$ cat config.mk
export PLATFORM = sky130hd
export DESIGN_NAME = vchan_adc_ctrl
export DESIGN_NICKNAME = d
export VERILOG_FILES = /design/src/rtl/vca_pkg.sv /design/src/rtl/vca_lowest_set.sv /design/src/rtl/vca_sequencer.sv /design/src/rtl/vca_regfile.sv /design/src/rtl/vchan_adc_ctrl.sv
export SDC_FILE = /design/constraint.sdc
export NUM_CORES = 1
export LEC_CHECK = 0
export BUFFER_PORTS_ARGS = -buffer_cell sky130_fd_sc_hd__clkbuf_2
export CELL_PAD_IN_SITES_DETAIL_PLACEMENT = 1
export CELL_PAD_IN_SITES_GLOBAL_PLACEMENT = 1
export CORE_MARGIN = 1
export CORE_UTILIZATION = 51
export CTS_CLUSTER_SIZE = 40
export DETAILED_ROUTE_END_ITERATION = 6
export PLACE_DENSITY = 0.77
export SLEW_MARGIN = 20
export SYNTH_ARGS = -nofsm -noshare
export SYNTH_HDL_FRONTEND = slang
export SYNTH_HIERARCHICAL = 1
export SYNTH_SLANG_ARGS = --single-unit
$ cat constraint.sdc
create_clock -name clk -period 3 [get_ports clk]
set_clock_uncertainty 0.05 [all_clocks]
set_input_delay 0 -clock clk [delete_from_list [all_inputs] [get_ports clk]]
set_output_delay 0 -clock clk [all_outputs]
set_load 0.01 [all_outputs]
$ cat src/rtl/vca_pkg.sv
// Package: shared constants and types for the virtual-channel ADC controller.
// Assumes word addressing; the offsets and bit positions below are what
// software decodes, so they are fixed here rather than per instance.
package vca_pkg;
    localparam int DATA_W          = 32;
    localparam int WORD_IRQ_STAT   = 0;
    localparam int WORD_FORCE      = 13;
    localparam int WORD_CFG        = 16;
    localparam int WORD_CTRL_BASE  = 48;
    localparam int WORD_DATA_BASE  = 64;
    localparam int CTRL_EN_BIT     = 15;
    localparam int CFG_PD_BIT      = 3;
    localparam int DATA_UPD_BIT    = 31;

    typedef enum logic [1:0] {
        SQ_IDLE,
        SQ_ARM,
        SQ_CONV
    } sq_state_e;
endpackage

$ cat src/rtl/vca_lowest_set.sv
// Module: lowest-index picker. Returns the index of the lowest set bit of
// req_i and whether any bit is set. Purely combinational.
// Assumes N fits in IDX_W bits.
module vca_lowest_set #(
    parameter int N     = 16,
    parameter int IDX_W = 4
) (
    input  logic [N-1:0]     req_i,
    output logic             any_o,
    output logic [IDX_W-1:0] idx_o
);
    // Scan from the top so that the lowest set bit is written last.
    always_comb begin
        idx_o = '0;
        for (int i = N - 1; i >= 0; i--) begin
            if (req_i[i]) idx_o = IDX_W'(i);
        end
    end

    // Any request present.
    assign any_o = |req_i;
endmodule

$ cat src/rtl/vca_sequencer.sv
// Module: conversion sequencer. Picks the lowest pending virtual channel,
// discards it when disabled or powered down, otherwise pulses start with
// the mapped physical select, waits for busy to rise and then fall, and
// reports the result. Assumes the converter raises busy within a few
// cycles of start and holds the result valid when busy falls.
module vca_sequencer import vca_pkg::*; #(
    parameter int NUM_VCH = 16,
    parameter int SEL_W   = 3,
    parameter int RES_W   = 12,
    parameter int IDX_W   = 4
) (
    input  logic                           clk,
    input  logic                           rst_n,
    input  logic [NUM_VCH-1:0]             pend_i,
    input  logic [NUM_VCH-1:0]             en_i,
    input  logic [NUM_VCH-1:0][SEL_W-1:0]  sel_i,
    input  logic                           pdown_i,
    output logic [NUM_VCH-1:0]             pend_clr_o,
    output logic                           cnv_start_o,
    output logic [SEL_W-1:0]               cnv_sel_o,
    input  logic                           cnv_busy_i,
    input  logic [RES_W-1:0]               cnv_result_i,
    output logic                           done_vld_o,
    output logic [IDX_W-1:0]               done_idx_o,
    output logic [RES_W-1:0]               done_res_o
);
    sq_state_e         state_q;
    logic              pick_any;
    logic [IDX_W-1:0]  pick_idx;
    logic              launch_ok;
    logic [IDX_W-1:0]  cur_q;
    logic              start_q;
    logic [SEL_W-1:0]  sel_q;

    vca_lowest_set #(.N(NUM_VCH), .IDX_W(IDX_W)) u_pick (
        .req_i (pend_i),
        .any_o (pick_any),
        .idx_o (pick_idx)
    );

    // The picked request may go to the converter only if enabled and powered.
    assign launch_ok = pick_any && en_i[pick_idx] && !pdown_i;

    // Retire the picked force bit whenever the sequencer is idle.
    always_comb begin
        pend_clr_o = '0;
        if (state_q == SQ_IDLE && pick_any) pend_clr_o = NUM_VCH'(1) << pick_idx;
    end

    // Handshake state machine: idle -> arm (start pulse) -> conv (busy high).
    always_ff @(posedge clk) begin
        if (!rst_n) begin
            state_q <= SQ_IDLE;
            start_q <= 1'b0;
            sel_q   <= '0;
            cur_q   <= '0;
        end else begin
            case (state_q)
                SQ_IDLE: begin
                    if (launch_ok) begin
                        start_q <= 1'b1;
                        sel_q   <= sel_i[pick_idx];
                        cur_q   <= pick_idx;
                        state_q <= SQ_ARM;
                    end
                end
                SQ_ARM: begin
                    start_q <= 1'b0;
                    if (cnv_busy_i) state_q <= SQ_CONV;
                end
                SQ_CONV: begin
                    if (!cnv_busy_i) state_q <= SQ_IDLE;
                end
                default: state_q <= SQ_IDLE;
            endcase
        end
    end

    // Converter-side outputs and completion report.
    assign cnv_start_o = start_q;
    assign cnv_sel_o   = sel_q;
    assign done_vld_o  = (state_q == SQ_CONV) && !cnv_busy_i;
    assign done_idx_o  = cur_q;
    assign done_res_o  = cnv_result_i;


    start_single_chk: assert property (@(posedge clk) disable iff (!rst_n)
        cnv_start_o |=> !cnv_start_o);

    start_idle_chk: assert property (@(posedge clk) disable iff (!rst_n)
        cnv_start_o |-> !cnv_busy_i);

    start_pdown_chk: assert property (@(posedge clk) disable iff (!rst_n)
        cnv_start_o |-> !$past(pdown_i));

    done_fall_chk: assert property (@(posedge clk) disable iff (!rst_n)
        done_vld_o |-> $past(cnv_busy_i));
endmodule

$ cat src/rtl/vca_regfile.sv
// Module: word-addressed register file. Holds the per-channel control
// table, the force (pending) bits, the power-down bit, the interrupt status
// and the per-channel result/fresh-data registers. Reads are registered
// and appear on bus_rdata one cycle after the strobe. Assumes NUM_VCH is a
// power of two and that both channel blocks fit the address space.
module vca_regfile import vca_pkg::*; #(
    parameter int NUM_VCH = 16,
    parameter int SEL_W   = 3,
    parameter int RES_W   = 12,
    parameter int ADDR_W  = 7,
    parameter int IDX_W   = 4
) (
    input  logic                           clk,
    input  logic                           rst_n,
    input  logic                           bus_req,
    input  logic                           bus_we,
    input  logic [ADDR_W-1:0]              bus_addr,
    input  logic [DATA_W-1:0]              bus_wdata,
    output logic [DATA_W-1:0]              bus_rdata,
    output logic [NUM_VCH-1:0]             pend_o,
    output logic [NUM_VCH-1:0]             en_o,
    output logic [NUM_VCH-1:0][SEL_W-1:0]  sel_o,
    output logic                           pdown_o,
    input  logic [NUM_VCH-1:0]             pend_clr_i,
    input  logic                           done_vld_i,
    input  logic [IDX_W-1:0]               done_idx_i,
    input  logic [RES_W-1:0]               done_res_i
);
    localparam logic [ADDR_W-1:0] A_STAT     = ADDR_W'(WORD_IRQ_STAT);
    localparam logic [ADDR_W-1:0] A_FORCE    = ADDR_W'(WORD_FORCE);
    localparam logic [ADDR_W-1:0] A_CFG      = ADDR_W'(WORD_CFG);
    localparam logic [ADDR_W-1:0] A_CTRL     = ADDR_W'(WORD_CTRL_BASE);
    localparam logic [ADDR_W-1:0] A_CTRL_END = ADDR_W'(WORD_CTRL_BASE + NUM_VCH);
    localparam logic [ADDR_W-1:0] A_DATA     = ADDR_W'(WORD_DATA_BASE);
    localparam logic [ADDR_W-1:0] A_DATA_END = ADDR_W'(WORD_DATA_BASE + NUM_VCH);

    logic                 wr_en, rd_en;
    logic                 hit_stat, hit_force, hit_cfg, hit_ctrl, hit_data, any_hit;
    logic [IDX_W-1:0]     ctrl_idx, data_idx;
    logic [NUM_VCH-1:0]   pend_q, stat_q, done_1h, stat_clr, force_set;
    logic                 pdown_q;
    logic                 en_q  [NUM_VCH];
    logic [SEL_W-1:0]     sel_q [NUM_VCH];
    logic [RES_W-1:0]     res_q [NUM_VCH];
    logic                 upd_q [NUM_VCH];
    logic [DATA_W-1:0]    rmux;
    logic [DATA_W-1:0]    rdata_q;

    // Address decode.
    assign wr_en     = bus_req && bus_we;
    assign rd_en     = bus_req && !bus_we;
    assign hit_stat  = (bus_addr == A_STAT);
    assign hit_force = (bus_addr == A_FORCE);
    assign hit_cfg   = (bus_addr == A_CFG);
    assign hit_ctrl  = (bus_addr >= A_CTRL) && (bus_addr < A_CTRL_END);
    assign hit_data  = (bus_addr >= A_DATA) && (bus_addr < A_DATA_END);
    assign any_hit   = hit_stat || hit_force || hit_cfg || hit_ctrl || hit_data;
    assign ctrl_idx  = IDX_W'(bus_addr - A_CTRL);
    assign data_idx  = IDX_W'(bus_addr - A_DATA);

    // Per-bit set/clear vectors for the pending and status registers.
    assign done_1h   = done_vld_i ? (NUM_VCH'(1) << done_idx_i) : '0;
    assign stat_clr  = (wr_en && hit_stat)  ? bus_wdata[NUM_VCH-1:0] : '0;
    assign force_set = (wr_en && hit_force) ? bus_wdata[NUM_VCH-1:0] : '0;

    // Force bits: set by the bus, retired by the sequencer; a new set wins.
    always_ff @(posedge clk) begin
        if (!rst_n) pend_q <= '0;
        else        pend_q <= (pend_q & ~pend_clr_i) | force_set;
    end

    // Interrupt status: write-1-to-clear, completion sets and wins.
    always_ff @(posedge clk) begin
        if (!rst_n) stat_q <= '0;
        else        stat_q <= (stat_q & ~stat_clr) | done_1h;
    end

    // Configuration: only the power-down bit is stored.
    always_ff @(posedge clk) begin
        if (!rst_n)                  pdown_q <= 1'b0;
        else if (wr_en && hit_cfg)   pdown_q <= bus_wdata[CFG_PD_BIT];
    end

    for (genvar g = 0; g < NUM_VCH; g++) begin : g_vch
        // Control entry g: physical select and enable.
        always_ff @(posedge clk) begin
            if (!rst_n) begin
                sel_q[g] <= '0;
                en_q[g]  <= 1'b0;
            end else if (wr_en && hit_ctrl && ctrl_idx == IDX_W'(g)) begin
                sel_q[g] <= bus_wdata[SEL_W-1:0];
                en_q[g]  <= bus_wdata[CTRL_EN_BIT];
            end
        end

        // Result entry g: capture on completion, flag cleared by a read.
        always_ff @(posedge clk) begin
            if (!rst_n) begin
                res_q[g] <= '0;
                upd_q[g] <= 1'b0;
            end else if (done_vld_i && done_idx_i == IDX_W'(g)) begin
                res_q[g] <= done_res_i;
                upd_q[g] <= 1'b1;
            end else if (rd_en && hit_data && data_idx == IDX_W'(g)) begin
                upd_q[g] <= 1'b0;
            end
        end

        assign en_o[g]  = en_q[g];
        assign sel_o[g] = sel_q[g];


        upd_clear_chk: assert property (@(posedge clk) disable iff (!rst_n)
            (rd_en && hit_data && data_idx == IDX_W'(g) &&
             !(done_vld_i && done_idx_i == IDX_W'(g))) |=> !upd_q[g]);
    end

    // Read multiplexer; unmapped words fall through to zero.
    always_comb begin
        rmux = '0;
        if (hit_stat) begin
            rmux[NUM_VCH-1:0] = stat_q;
        end else if (hit_force) begin
            rmux[NUM_VCH-1:0] = pend_q;
        end else if (hit_cfg) begin
            rmux[CFG_PD_BIT] = pdown_q;
        end else if (hit_ctrl) begin
            rmux[CTRL_EN_BIT] = en_q[ctrl_idx];
            rmux[SEL_W-1:0]   = sel_q[ctrl_idx];
        end else if (hit_data) begin
            rmux[DATA_UPD_BIT] = upd_q[data_idx];
            rmux[RES_W-1:0]    = res_q[data_idx];
        end
    end

    // Registered read data.
    always_ff @(posedge clk) begin
        if (!rst_n)     rdata_q <= '0;
        else if (rd_en) rdata_q <= rmux;
        else            rdata_q <= '0;
    end

    assign bus_rdata = rdata_q;
    assign pend_o    = pend_q;
    assign pdown_o   = pdown_q;


    stat_set_chk: assert property (@(posedge clk) disable iff (!rst_n)
        done_vld_i |=> ((stat_q & $past(done_1h)) == $past(done_1h)));

    unmapped_zero_chk: assert property (@(posedge clk) disable iff (!rst_n)
        (rd_en && !any_hit) |=> (bus_rdata == '0));
endmodule

$ cat src/rtl/vchan_adc_ctrl.sv
// Module: top of the virtual-channel ADC conversion controller. Joins the
// register file to the conversion sequencer and exposes the bus and the
// digital converter interface. Assumes a converter that answers a start
// pulse with busy and presents its result when busy falls.
module vchan_adc_ctrl import vca_pkg::*; #(
    parameter int  NUM_VCH = 16,
    parameter int  NUM_PHY = 8,
    parameter int  RES_W   = 12,
    parameter int  ADDR_W  = 7,
    localparam int SEL_W   = $clog2(NUM_PHY),
    localparam int IDX_W   = $clog2(NUM_VCH)
) (
    input  logic              clk,
    input  logic              rst_n,
    input  logic              bus_req,
    input  logic              bus_we,
    input  logic [ADDR_W-1:0] bus_addr,
    input  logic [31:0]       bus_wdata,
    output logic [31:0]       bus_rdata,
    output logic              cnv_pdown,
    output logic              cnv_start,
    output logic [SEL_W-1:0]  cnv_sel,
    input  logic              cnv_busy,
    input  logic [RES_W-1:0]  cnv_result
);
    logic [NUM_VCH-1:0]            pend, en, pend_clr;
    logic [NUM_VCH-1:0][SEL_W-1:0] sel;
    logic                          pdown;
    logic                          done_vld;
    logic [IDX_W-1:0]              done_idx;
    logic [RES_W-1:0]              done_res;

    vca_regfile #(
        .NUM_VCH(NUM_VCH), .SEL_W(SEL_W), .RES_W(RES_W),
        .ADDR_W(ADDR_W), .IDX_W(IDX_W)
    ) u_regs (
        .clk        (clk),
        .rst_n      (rst_n),
        .bus_req    (bus_req),
        .bus_we     (bus_we),
        .bus_addr   (bus_addr),
        .bus_wdata  (bus_wdata),
        .bus_rdata  (bus_rdata),
        .pend_o     (pend),
        .en_o       (en),
        .sel_o      (sel),
        .pdown_o    (pdown),
        .pend_clr_i (pend_clr),
        .done_vld_i (done_vld),
        .done_idx_i (done_idx),
        .done_res_i (done_res)
    );

    vca_sequencer #(
        .NUM_VCH(NUM_VCH), .SEL_W(SEL_W), .RES_W(RES_W), .IDX_W(IDX_W)
    ) u_seq (
        .clk          (clk),
        .rst_n        (rst_n),
        .pend_i       (pend),
        .en_i         (en),
        .sel_i        (sel),
        .pdown_i      (pdown),
        .pend_clr_o   (pend_clr),
        .cnv_start_o  (cnv_start),
        .cnv_sel_o    (cnv_sel),
        .cnv_busy_i   (cnv_busy),
        .cnv_result_i (cnv_result),
        .done_vld_o   (done_vld),
        .done_idx_o   (done_idx),
        .done_res_o   (done_res)
    );

    // Power-down goes straight to the converter.
    assign cnv_pdown = pdown;
endmodule

==> out/metrics.cfg, run 1 <==
[yosys]
synth_seq_cells=332
synth_edf_count=270
synth.most_common_cell=sky130_fd_sc_hd__edfxtp_1
synth_top_cell_by_area=sky130_fd_sc_hd__edfxtp_1
yosys_warnings=6
synth_area_mm2=0.0163
postSynthAreaPerCell_um2=12.7
ys.flop_type=sky130_fd_sc_hd__edfxtp_1
post_synth_inst_count=1284
synth_top_cells_by_area=sky130_fd_sc_hd__edfxtp_1, sky130_fd_sc_hd__mux4_2, sky130_fd_sc_hd__and2_1, sky130_fd_sc_hd__dfxtp_1, sky130_fd_sc_hd__mux2i_1
synth_seq_area_share_pct=57.4
synth.top_cell.area_share_pct=49.8
ys_types=58
netlist_top_cells_count=sky130_fd_sc_hd__edfxtp_1, sky130_fd_sc_hd__and2_1, sky130_fd_sc_hd__nor2_1
synth-async-reset-ratio_pct=0

[power_and_ir_drop]
power.static_leakage_nw=6.94
total_switching_power_w=0.00236
irDropWorstVdd_mv=0.557
power_switching_share_pct=22.9
power_report.internal_total_w=0.00793
clock_power_share_pct=42.6
power.share.combinational_pct=7.2
power.density_cell_area_mw_per_mm2=556
seq_power_share_pct=50.2

[floorplan]
floorplan.die.height_um=181
initial_utilization_pct=51.7
die-area_mm2=0.0326
core_region_area_mm2=0.0315
standard_cell_row_count=65
dieWidth_um=181
ioPinCount=93

[timing]
max_slew.worst_pin.slew_ps=891
final_min_period_over_clock_period_pct=92.1
finalCriticalPeriod_ps=2760
report.final.hold_viol_count=0
setup_viol=0
finalSetupTns_ps=0
maxSlewViolCount=0
rsz_0062_raised_after_global_routing=false
relSlewSlack_pct=40.0
hold_ws_ps=39.1
clock.fmax_mhz=362

[global_routing]
number_of_global_route_vias_before_repair=11737
global_route_wire_length_before_repair_mm=73.5
grt_max_degree=58
remaining_overflow_grt=0
antenna_found_initial=0
grt_usage_pct=30.6

[worst_hold_path]
worst_hold_path_type=in -> reg
holdCritStartpoint=bus_wdata[1]

[routing]
drc_errors=0
vias=11248
detail_route.vias_per_cell=6.20
detail-route-antenna-nets=0
wirelength_mm=49.3
drt-initial-drc-count=1217
drt_first_pass_iters=5
avgRoutedWirePerCell_um=27.2

[placed_design]
port_buffers=61
place_congestion=0.895
hpwlAfterDp_mm=33.7

[clocking]
cts_max_level=2
post_cts_buffers=0
clkTransAtPathRegs_ps=60
cts_made_buffers=37
cts_tree=built
clkSinkCount=332
ctsRootBufferMaster=sky130_fd_sc_hd__clkbuf_16
clkLatencyLatePin_ps=520
cts_buffer_depth=3

[setup_path]
timing.critical_path.from_type=register
worst_setup_path_startpoint=u_regs/pend_o[10]
critical_path_type=reg -> reg
crit_path_end_kind=register
timing.rr.start=u_regs/pend_o[10]
worst-endpoint-required_ps=3350
critPathMaxFanout=9
worst_endpoint_data_arrival_time_ps=3120

[flow_run]
drv.max_cap_violation_count=0

[layout]
area_growth_pct=13.8
n_fill_cell=3098
finalNetCount=1439
post_route_cells_drive_above_1_share_pct=21.8

[run_status]
status=finished, final reports clean

[cell usage in the layout (no fill, tap or decap), types with 32 or more instances in the layout]
cell                        instances
sky130_fd_sc_hd__edfxtp_1         270
sky130_fd_sc_hd__nor2_1            88
sky130_fd_sc_hd__clkbuf_2          60
sky130_fd_sc_hd__buf_4             84
sky130_fd_sc_hd__and2_1           247
sky130_fd_sc_hd__mux2i_1           48
sky130_fd_sc_hd__a21oi_1           32
sky130_fd_sc_hd__clkbuf_16         37
sky130_fd_sc_hd__mux4_2            73
sky130_fd_sc_hd__nand2_1           63
sky130_fd_sc_hd__dfxtp_1           62
[per-layer routing]
layer,wire [um],GRT usage (%),vias up,part of all wire (%)
li1,-,-,4830,-
met1,20000,40.3,5775,41
met2,24000,51.7,524,49
met3,3410,4.20,119,6.9
met4,1870,11.5,0,3.8
met5,0,0,-,0
[stage by stage]
stage	utilization (%)	worst slack, ps	power (W)	cells	instance area (um2)
after global routing	58.9	49.3	0.0106	1813	18500
after detailed placement	54.3	279	0.00596	1715	17100
final	58.9	237	0.0103	1814	18500
after global placement	54.3	409	0.00594	1715	17100
after CTS	58.9	255	0.0103	1813	18500
after floorplan	-	455	0.00571	1298	16300
[final cells by class]
type | count | area [um2] | share of cell area, %
multi-input combinational | 820 | 6190 | 33.4
sequential | 332 | 9350 | 50.4
timing repair buffer | 178 | 1290 | 6.97
clock inverter | 22 | 191 | 1.03
tap | 402 | 503 | 2.71
clock buffer | 45 | 956 | 5.16
inverter | 14 | 52.6 | 0.283
antenna | 1 | 2.50 | 0.0135
[sequential cells by signal, summed over array words and instances (netlist names)]
name,flops
u_regs/bus_rdata,17
u_regs/en_q,16
u_regs/pdown_o,1
u_regs/pend_o,16
u_regs/res_q,192
u_regs/sel_q,48
u_regs/stat_q,16
u_regs/upd_q,16
u_seq/cnv_sel_o,3
u_seq/cnv_start_o,1
u_seq/done_idx_o,4
u_seq/state_q,2
[worst max-delay path, cell delays in order (launching register included)]
cell,delay (ps)
sky130_fd_sc_hd__dfxtp_1,350
sky130_fd_sc_hd__nor2_1,210
sky130_fd_sc_hd__nand2_1,130
sky130_fd_sc_hd__o21ai_0,170
sky130_fd_sc_hd__and3_1,520
sky130_fd_sc_hd__mux4_2,580
sky130_fd_sc_hd__mux2i_1,280
sky130_fd_sc_hd__mux2i_1,140
sky130_fd_sc_hd__o21ai_1,120
sky130_fd_sc_hd__a21oi_1,90
[worst paths after layout]
kind                             end  slack [ps]  cells after the start
setup / recovery  u_seq/cnv_sel_o[0]         240                      9
hold / removal      u_regs/pend_o[1]          40                      3
setup reg to reg  u_seq/cnv_sel_o[0]         240                      9
hold reg to reg   u_seq/cnv_sel_o[2]         420                      2
[power by group through the flow]
stage	Clock, W	Sequential [W]	Combinational (W)
floorplan	0	0.00524	0.000471
global placement	0	0.00525	0.000684
detailed placement	0	0.00527	0.000696
CTS	0.00444	0.00517	0.000735
global route	0.00460	0.00518	0.000778
finish	0.00438	0.00517	0.000741
[cells by family (layout without fill, tap and decap cells)]
| group | Yosys count | in the layout | share of synthesized area (%) |
|---|---|---|---|
| mux | 127 | 127 | 13.5 |
| compound gates | 168 | 168 | 6.68 |
| flops | 332 | 332 | 57.4 |
| other cells | 1 | 16 | 0.0230 |
| simple gates | 510 | 510 | 17.4 |
| buf+inv | 146 | 259 | 5.03 |
[what timing repair did]
action / CTS / global route
endpoints found under the hold margin: 219 / 0
resized for setup: 0 / 0
hold buffers: 31 / 0
Note: power is estimated with default switching activity, not from simulation.
==> run 2: changes to the inputs <==
--- a/config.mk
+++ b/config.mk
@@ -5,14 +5,15 @@
 export SDC_FILE = /design/constraint.sdc
 export NUM_CORES = 1
 export LEC_CHECK = 0
+export ABC_AREA = 1
 export BUFFER_PORTS_ARGS = -buffer_cell sky130_fd_sc_hd__clkbuf_2
 export CELL_PAD_IN_SITES_DETAIL_PLACEMENT = 1
 export CELL_PAD_IN_SITES_GLOBAL_PLACEMENT = 1
 export CORE_MARGIN = 1
-export CORE_UTILIZATION = 51
+export CORE_UTILIZATION = 47
 export CTS_CLUSTER_SIZE = 40
 export DETAILED_ROUTE_END_ITERATION = 6
-export PLACE_DENSITY = 0.77
+export PLACE_DENSITY = 0.76
 export SLEW_MARGIN = 20
 export SYNTH_ARGS = -nofsm -noshare
 export SYNTH_HDL_FRONTEND = slang
==> run 2 against run 1 <==
  * Flip-flop and latch count unchanged
  * Register-to-register slack improved by 80 ps
  * Critical path depth increased by 17
  * Clock power increased by 3%
  * Worst hold slack got worse by 11 ps
  * Die area increased by 8.4%
  * Design area decreased by 2.1%
  * Worst setup slack improved by 84 ps
  * Global-route usage decreased by 0.29 points
  * Largest cell class unchanged
  * Largest power group unchanged
  * Highest routed layer unchanged
==> out/metrics.cfg, run 2 <==
[run_status]
status=finished, final reports clean

[floorplan]
core_region_area_mm2=0.0338  ; +7.3%
die-area_mm2=0.0354  ; +8.4%
standard_cell_row_count=67  ; +3.1%
ioPinCount=93  ; unchanged
floorplan.die.height_um=188  ; +4.1%
initial_utilization_pct=48.2  ; -3.5 points
dieWidth_um=188  ; +4.1%

[yosys]
synth_area_mm2=0.0163  ; about the same
synth_top_cells_by_area=sky130_fd_sc_hd__edfxtp_1, sky130_fd_sc_hd__nand2_1, sky130_fd_sc_hd__nor2_1, sky130_fd_sc_hd__dfxtp_1, sky130_fd_sc_hd__inv_1
netlist_top_cells_count=sky130_fd_sc_hd__nand2_1, sky130_fd_sc_hd__nor2_1, sky130_fd_sc_hd__edfxtp_1
synth.top_cell.area_share_pct=49.8  ; about the same
synth_seq_cells=332  ; unchanged
ys.flop_type=sky130_fd_sc_hd__edfxtp_1
postSynthAreaPerCell_um2=8.57  ; -32%
synth-async-reset-ratio_pct=0  ; unchanged
synth_seq_area_share_pct=57.4  ; about the same
yosys_warnings=6  ; unchanged
synth.most_common_cell=sky130_fd_sc_hd__nand2_1
synth_edf_count=270  ; unchanged
ys_types=38  ; -34%
post_synth_inst_count=1901  ; +48%
synth_top_cell_by_area=sky130_fd_sc_hd__edfxtp_1

[worst_hold_path]
worst_hold_path.endpoint=u_regs/res_q[14][10]
holdCritStartpoint=cnv_result[10]
worst_hold_path_type=in -> reg
hold_depth=3  ; unchanged

[setup_path]
crit_buf_inv=3  ; +3
cp_top_family=simple AND/OR/NAND/NOR gates
crit_path_top_delay_cell=sky130_fd_sc_hd__dfxtp_1
worst-r2r-cell-count=26  ; +17
critical_path.max_stage_delay_ps=360  ; -220 ps
crit_path_end_kind=register
critical_path_type=reg -> reg
worst-endpoint-required_ps=3380  ; +30 ps
regToRegEndpoint=u_seq/done_idx_o[3]
timing.critical_path.from_type=register
timing.rr.start=u_regs/pend_o[14]
worst_endpoint_data_arrival_time_ps=3060  ; -60 ps
crit_cells=26  ; +17
critPathMaxFanout=36  ; +27
path_common_cell=sky130_fd_sc_hd__nand2_1
reg2reg_setup_slack_ps=320  ; +80 ps

[power_and_ir_drop]
power.density_cell_area_mw_per_mm2=577  ; +3.8%
seq_power_share_pct=49.4  ; -0.8 points
power_switching_share_pct=24.2  ; +1.3 points
clock_power_share_pct=43.0  ; +0.4 points
power.static_leakage_nw=7.65  ; +10%
power_report.internal_total_w=0.00793  ; about the same
power.share.combinational_pct=7.6  ; +0.4 points
p_total_w=0.0105  ; +1.7%
total_switching_power_w=0.00253  ; +7.3%
irDropWorstVdd_mv=0.673  ; +21%

[clocking]
clkLatencyLatePin_ps=550  ; +30 ps
ctsRootBufferMaster=sky130_fd_sc_hd__clkbuf_16
cts_tree=built
post_cts_buffers=0  ; unchanged
cts_made_buffers=38  ; +2.7%
cts_max_level=2  ; unchanged
clkTransAtPathRegs_ps=60  ; about the same
clkSinkCount=332  ; unchanged
cts_buffer_depth=3  ; unchanged

[routing]
vias=13408  ; +19%
drt_first_pass_iters=5  ; unchanged
drc_errors=0  ; unchanged
drt-initial-drc-count=887  ; -27%
detail_route.vias_per_cell=5.58  ; -10%
wirelength_mm=52.9  ; +7.3%
avgRoutedWirePerCell_um=22.0  ; -19%
detail-route-antenna-nets=0  ; unchanged

[layout]
finalNetCount=1986  ; +38%
post_route_cells_drive_above_1_share_pct=10.1  ; -12 points
n_antenna_cell=0  ; -1
layout.cells.most_common=sky130_fd_sc_hd__nand2_1
postLayoutCellArea_mm2=0.0182  ; -2.1%
biggest_register=u_regs/res_q
fin_cells=2403  ; +32%
layout.cells.most_common_list=sky130_fd_sc_hd__nand2_1, sky130_fd_sc_hd__nor2_1, sky130_fd_sc_hd__edfxtp_1
n_fill_cell=4027  ; +30%
largest_reg_flops=192  ; unchanged
area_growth_pct=11.5

[timing]
setup_viol=0  ; unchanged
rsz_0062_raised_after_global_routing=false
finalSetupTns_ps=0  ; unchanged
clock.fmax_mhz=373  ; +3.1%
relSlewSlack_pct=35.3  ; -4.7 points
finalCriticalPeriod_ps=2680  ; -84.0 ps
max_slew.worst_pin.slew_ps=967  ; +76.5 ps
fin_ws_ps=321  ; +84.0 ps
final_min_period_over_clock_period_pct=89.3  ; -2.8 points
maxSlewViolCount=0  ; unchanged
report.final.hold_viol_count=0  ; unchanged

[global_routing]
remaining_overflow_grt=0  ; unchanged
grt_max_degree=70  ; +21%
antenna_found_initial=0  ; unchanged
global_route_wire_length_before_repair_mm=81.3  ; +11%
number_of_global_route_vias_before_repair=14003  ; +19%
grt_usage_pct=30.3  ; -0.29 points

[placed_design]
placed_cell_count=2311  ; +35%
port_buffers=61  ; unchanged
place_area_mm2=0.0167  ; -2.3%
place_congestion=0.890  ; -0.58%
dp_slack_ps=166  ; -112 ps
hpwlAfterDp_mm=35.5  ; +5.2%

[flow_run]
drv.max_cap_violation_count=0  ; unchanged

[run 2: changes by cell type after synthesis, moves of 19 or more]
cell and delta:
sky130_fd_sc_hd__and2_1 -247, sky130_fd_sc_hd__a22oi_1 -19, sky130_fd_sc_hd__mux4_2 -73, sky130_fd_sc_hd__o22ai_1 +61
sky130_fd_sc_hd__nand3_1 +59, sky130_fd_sc_hd__nand2_1 +406, sky130_fd_sc_hd__inv_1 +142, sky130_fd_sc_hd__nor2_1 +338
sky130_fd_sc_hd__mux2i_1 -48, sky130_fd_sc_hd__buf_2 +19, sky130_fd_sc_hd__nor2b_1 -26
[run 2: worst min-delay path: stages]
cell                       delay (ps)
sky130_fd_sc_hd__clkbuf_2          70
sky130_fd_sc_hd__inv_1            260
sky130_fd_sc_hd__nor2_1           180
[run 2: cell families after synthesis]
family | after synthesis | synth area share, %
compound gates | 224 | 7.98
buf+inv | 327 | 9.55
flops | 332 | 57.4
other cells | 1 | 0.0230
simple gates | 1017 | 25.0
[run 2: layout make-up]
cell class	count	area [um2]	area share (%)
Clock buffer	49	1030	5.69
Multi-Input combinational cell	1256	5450	30.0
Clock inverter	16	155	0.855
Sequential cell	332	9350	51.5
Tap cell	448	561	3.09
Timing Repair Buffer	130	953	5.25
Inverter	172	656	3.61
[run 2: repair_timing]
item	4_1_cts	5_1_grt
hold buffers	27	0
setup endpoints to repair	0	9
resized for setup	0	3
hold endpoints to repair	55	0
[run 2: metal layers]
layer	vias up	global-route usage, %	routed length [um]
met5	-	0	0
met3	142	3.89	2600
met2	419	52.9	26400
li1	6209	-	-
met1	6638	37.0	21500
met4	0	14.7	2440
[run 2: through the flow]
stage	util [%]	hold slack, ps
global route	53.7	39.6
global placement	49.4	188
CTS	53.7	0.838
detailed placement	49.4	193
finish	53.7	28.4
floorplan	-	66.1
[run 2: power groups by stage]
stage / Clock (W) / Sequential [W] / Combinational (W)
after floorplan: 0 / 0.00524 / 0.000512
after global placement: 0 / 0.00526 / 0.000734
after detailed placement: 0 / 0.00527 / 0.000753
after CTS: 0.00457 / 0.00517 / 0.000789
after global routing: 0.00473 / 0.00519 / 0.000859
final: 0.00450 / 0.00517 / 0.000796
[run 2: worst max-delay path by stage]
stage,start,to
after floorplan,u_regs/pend_o[13],u_seq/cnv_sel_o[0]
after global placement,u_regs/pend_o[14],u_seq/cnv_sel_o[2]
after detailed placement,u_regs/pend_o[13],u_seq/cnv_sel_o[2]
after CTS,u_regs/pend_o[13],u_seq/cnv_sel_o[2]
after global routing,u_regs/pend_o[14],u_seq/cnv_sel_o[0]
final,u_regs/pend_o[14],u_seq/done_idx_o[3]
==> run 3: changes to the inputs <==
--- a/config.mk
+++ b/config.mk
@@ -10,10 +10,11 @@
 export CELL_PAD_IN_SITES_DETAIL_PLACEMENT = 1
 export CELL_PAD_IN_SITES_GLOBAL_PLACEMENT = 1
 export CORE_MARGIN = 1
-export CORE_UTILIZATION = 47
+export CORE_UTILIZATION = 30
 export CTS_CLUSTER_SIZE = 40
 export DETAILED_ROUTE_END_ITERATION = 6
-export PLACE_DENSITY = 0.76
+export HOLD_SLACK_MARGIN = 0.08
+export PLACE_DENSITY = 0.51
 export SLEW_MARGIN = 20
 export SYNTH_ARGS = -nofsm -noshare
 export SYNTH_HDL_FRONTEND = slang
==> run 3 against run 2 <==
  * Flip-flop and latch count unchanged
  * Design area grew 5.8%
  * Worst setup slack got worse by 49 ps
  * Final cell count grew 13%
  * Core utilization is 18 points lower
  * Wire length is 12% higher
  * Global-route usage fell by 8.6 points
  * First-iteration DRC count decreased by 21%
  * Count of clock-buffer cells in the layout rose by 4
  * Combinational power rose by 7.0%
  * Non-clock buffer count up 61
  * Power up 6.0%
  * Highest routed layer unchanged
==> out/metrics.cfg, run 3 (synthesis results as in run 2) <==
[run_status]
status=finished, final reports clean

[routing]
wirelength_mm=59.3  ; +12%
drt_first_pass_iters=5  ; unchanged
detail-route-antenna-nets=0  ; unchanged
drc_errors=0  ; unchanged
vias=13190  ; -1.6%
drt-initial-drc-count=702  ; -21%
detail_route.vias_per_cell=4.85  ; -13%
avgRoutedWirePerCell_um=21.8  ; -1.0%

[timing]
final_min_period_over_clock_period_pct=90.9  ; +1.6 points
maxSlewViolCount=0  ; unchanged
finalSetupTns_ps=0  ; unchanged
setup_viol=0  ; unchanged
rsz_0062_raised_after_global_routing=false
fin_ws_ps=272  ; -48.6 ps
clock.fmax_mhz=367  ; -1.8%
report.final.hold_viol_count=0  ; unchanged
finalCriticalPeriod_ps=2730  ; +48.6 ps
relSlewSlack_pct=33.9  ; -1.3 points
max_slew.worst_pin.slew_ps=987  ; +20.1 ps

[worst_hold_path]
holdCritStartpoint=cnv_busy
worst_hold_path_type=in -> reg

[clocking]
cts_buffer_depth=3  ; unchanged
cts_made_buffers=41  ; +7.9%
clkLatencyLatePin_ps=580  ; +30 ps
ctsRootBufferMaster=sky130_fd_sc_hd__clkbuf_16
clkSinkCount=332  ; unchanged
cts_tree=built
clkTransAtPathRegs_ps=60  ; about the same
cts_max_level=2  ; unchanged

[floorplan]
initial_utilization_pct=30.3  ; -18 points
dieWidth_um=235  ; +25%
standard_cell_row_count=85  ; +27%
ioPinCount=93  ; unchanged
core_region_area_mm2=0.0537  ; +59%
floorplan.die.height_um=235  ; +25%
die-area_mm2=0.0552  ; +56%

[global_routing]
antenna_found_initial=0  ; unchanged
grt_max_degree=70  ; unchanged
grt_usage_pct=21.7  ; -8.6 points
global_route_wire_length_before_repair_mm=88.8  ; +9.3%
remaining_overflow_grt=0  ; unchanged
number_of_global_route_vias_before_repair=13799  ; -1.5%

[placed_design]
port_buffers=61  ; unchanged
place_congestion=0.836  ; -6.1%
dp_slack_ps=284  ; +117 ps
hpwlAfterDp_mm=40.6  ; +14%
placed_cell_count=2588  ; +12%

[power_and_ir_drop]
total_switching_power_w=0.00272  ; +7.4%
power.share.combinational_pct=7.7  ; about the same
irDropWorstVdd_mv=0.364  ; -46%
power.density_cell_area_mw_per_mm2=578  ; +0.26%
power.static_leakage_nw=7.98  ; +4.4%
power_report.internal_total_w=0.00838  ; +5.6%
clock_power_share_pct=45.7  ; +2.7 points
seq_power_share_pct=46.6  ; -2.8 points
power_switching_share_pct=24.5  ; +0.30 points

[setup_path]
worst_endpoint_data_arrival_time_ps=3110  ; +50 ps
timing.rr.start=u_regs/pend_o[14]
critPathMaxFanout=7  ; -81%
critical_path.cell_chain=dlygate4sd3_1 > clkbuf_2 > nor2_1 > dlygate4sd3_1 > nand2_1 > dlygate4sd3_1 > nor2_4 > nand3_1 > dlygate4sd3_1 > nand3_1 > nand2_1
worst-endpoint-required_ps=3380  ; about the same
critical_path.max_stage_delay_ps=610  ; +250 ps
crit_path_end_kind=register
timing.critical_path.from_type=input pin
crit_path_top_delay_cell=sky130_fd_sc_hd__dlygate4sd3_1
path_common_cell=sky130_fd_sc_hd__dlygate4sd3_1
worst_setup_path_startpoint=bus_addr[6]
critical_path_type=in -> reg

[flow_run]
drv.max_cap_violation_count=0  ; unchanged

[layout]
area_growth_pct=17.9
largest_reg_flops=192  ; unchanged
multi_input_area_mm2=0.00545  ; about the same
post_route_cells_drive_above_1_share_pct=11.6  ; +1.5 points
fin_cells=2722  ; +13%
layout.cells.most_common=sky130_fd_sc_hd__nand2_1
biggest_register=u_regs/res_q
layout.cells.most_common_list=sky130_fd_sc_hd__nand2_1, sky130_fd_sc_hd__nor2_1, sky130_fd_sc_hd__edfxtp_1
area_occupied_by_registers_mm2=0.00935  ; about the same
n_antenna_cell=0  ; unchanged
n_fill_cell=6300  ; +56%
finalNetCount=2050  ; +3.2%

[run 3: cell count changes in the layout (fill, tap and decap cells not counted), sizes merged]
| cell | delta |
|---|---|
| clkinvlp | -1 |
| inv | +1 |
| clkbuf | +4 |
| buf | +32 |
| dlygate4sd3 | +29 |
| bufinv | +2 |
| clkinv | +4 |
[run 3: worst paths after layout]
path / to / slack [ps] / depth (start not counted)
worst min-delay path: u_seq/state_q[1] / 170 / 4
worst max-delay path: u_regs/stat_q[14] / 270 / 11
worst min register to register: u_seq/cnv_start_o / 410 / 2
worst max register to register: u_seq/done_idx_o[1] / 350 / 25
[run 3: critical path: cells and delay by family]
family / cells / cell delay [ps]
and+or+nand+nor: 6 / 640
buffers and inverters: 5 / 2460
[run 3: repair_timing]
| action | 4_1_cts | 5_1_grt |
|---|---|---|
| resized for setup | 0 | 1 |
| setup buffers | 0 | 3 |
| hold buffers | 56 | 0 |
| endpoints found under the hold margin | 249 | 0 |
| setup endpoints to repair | 0 | 3 |
[run 3: final cells by class]
| cell class | instances | area share [%] |
|---|---|---|
| multi-input combinational | 1256 | 28.4 |
| timing repair buffer | 191 | 7.86 |
| inverter | 172 | 3.40 |
| sequential | 332 | 48.7 |
| clock inverter | 22 | 1.24 |
| tap | 696 | 4.54 |
| clock buffer | 53 | 5.90 |
[run 3: through the flow]
step | util [%] | cell area (um2) | power, W | hold WS, ps
final | 35.8 | 19200 | 0.0111 | 174
after global routing | 35.8 | 19200 | 0.0115 | 196
after CTS | 35.7 | 19200 | 0.0113 | 144
after detailed placement | 32.1 | 17200 | 0.00609 | 200
after global placement | 32.1 | 17200 | 0.00608 | 186
after floorplan | - | 16300 | 0.00575 | 66.1
[run 3: metal layers]
| layer | routed length, um | track usage, % | vias to the layer above |
|---|---|---|---|
| met5 | 0 | 0 | - |
| met4 | 1600 | 7.26 | 0 |
| met3 | 2260 | 2.83 | 75 |
| met2 | 29200 | 37.7 | 271 |
| met1 | 26200 | 27.8 | 6510 |
| li1 | - | - | 6334 |
[run 3: power by group through the flow]
stage / clock network, W / registers [W] / logic [W]
detailed placement: 0 / 0.00527 / 0.000819
finish: 0.00508 / 0.00517 / 0.000852
global placement: 0 / 0.00527 / 0.000811
global route: 0.00538 / 0.00519 / 0.000932
floorplan: 0 / 0.00524 / 0.000512
CTS: 0.00522 / 0.00517 / 0.000864
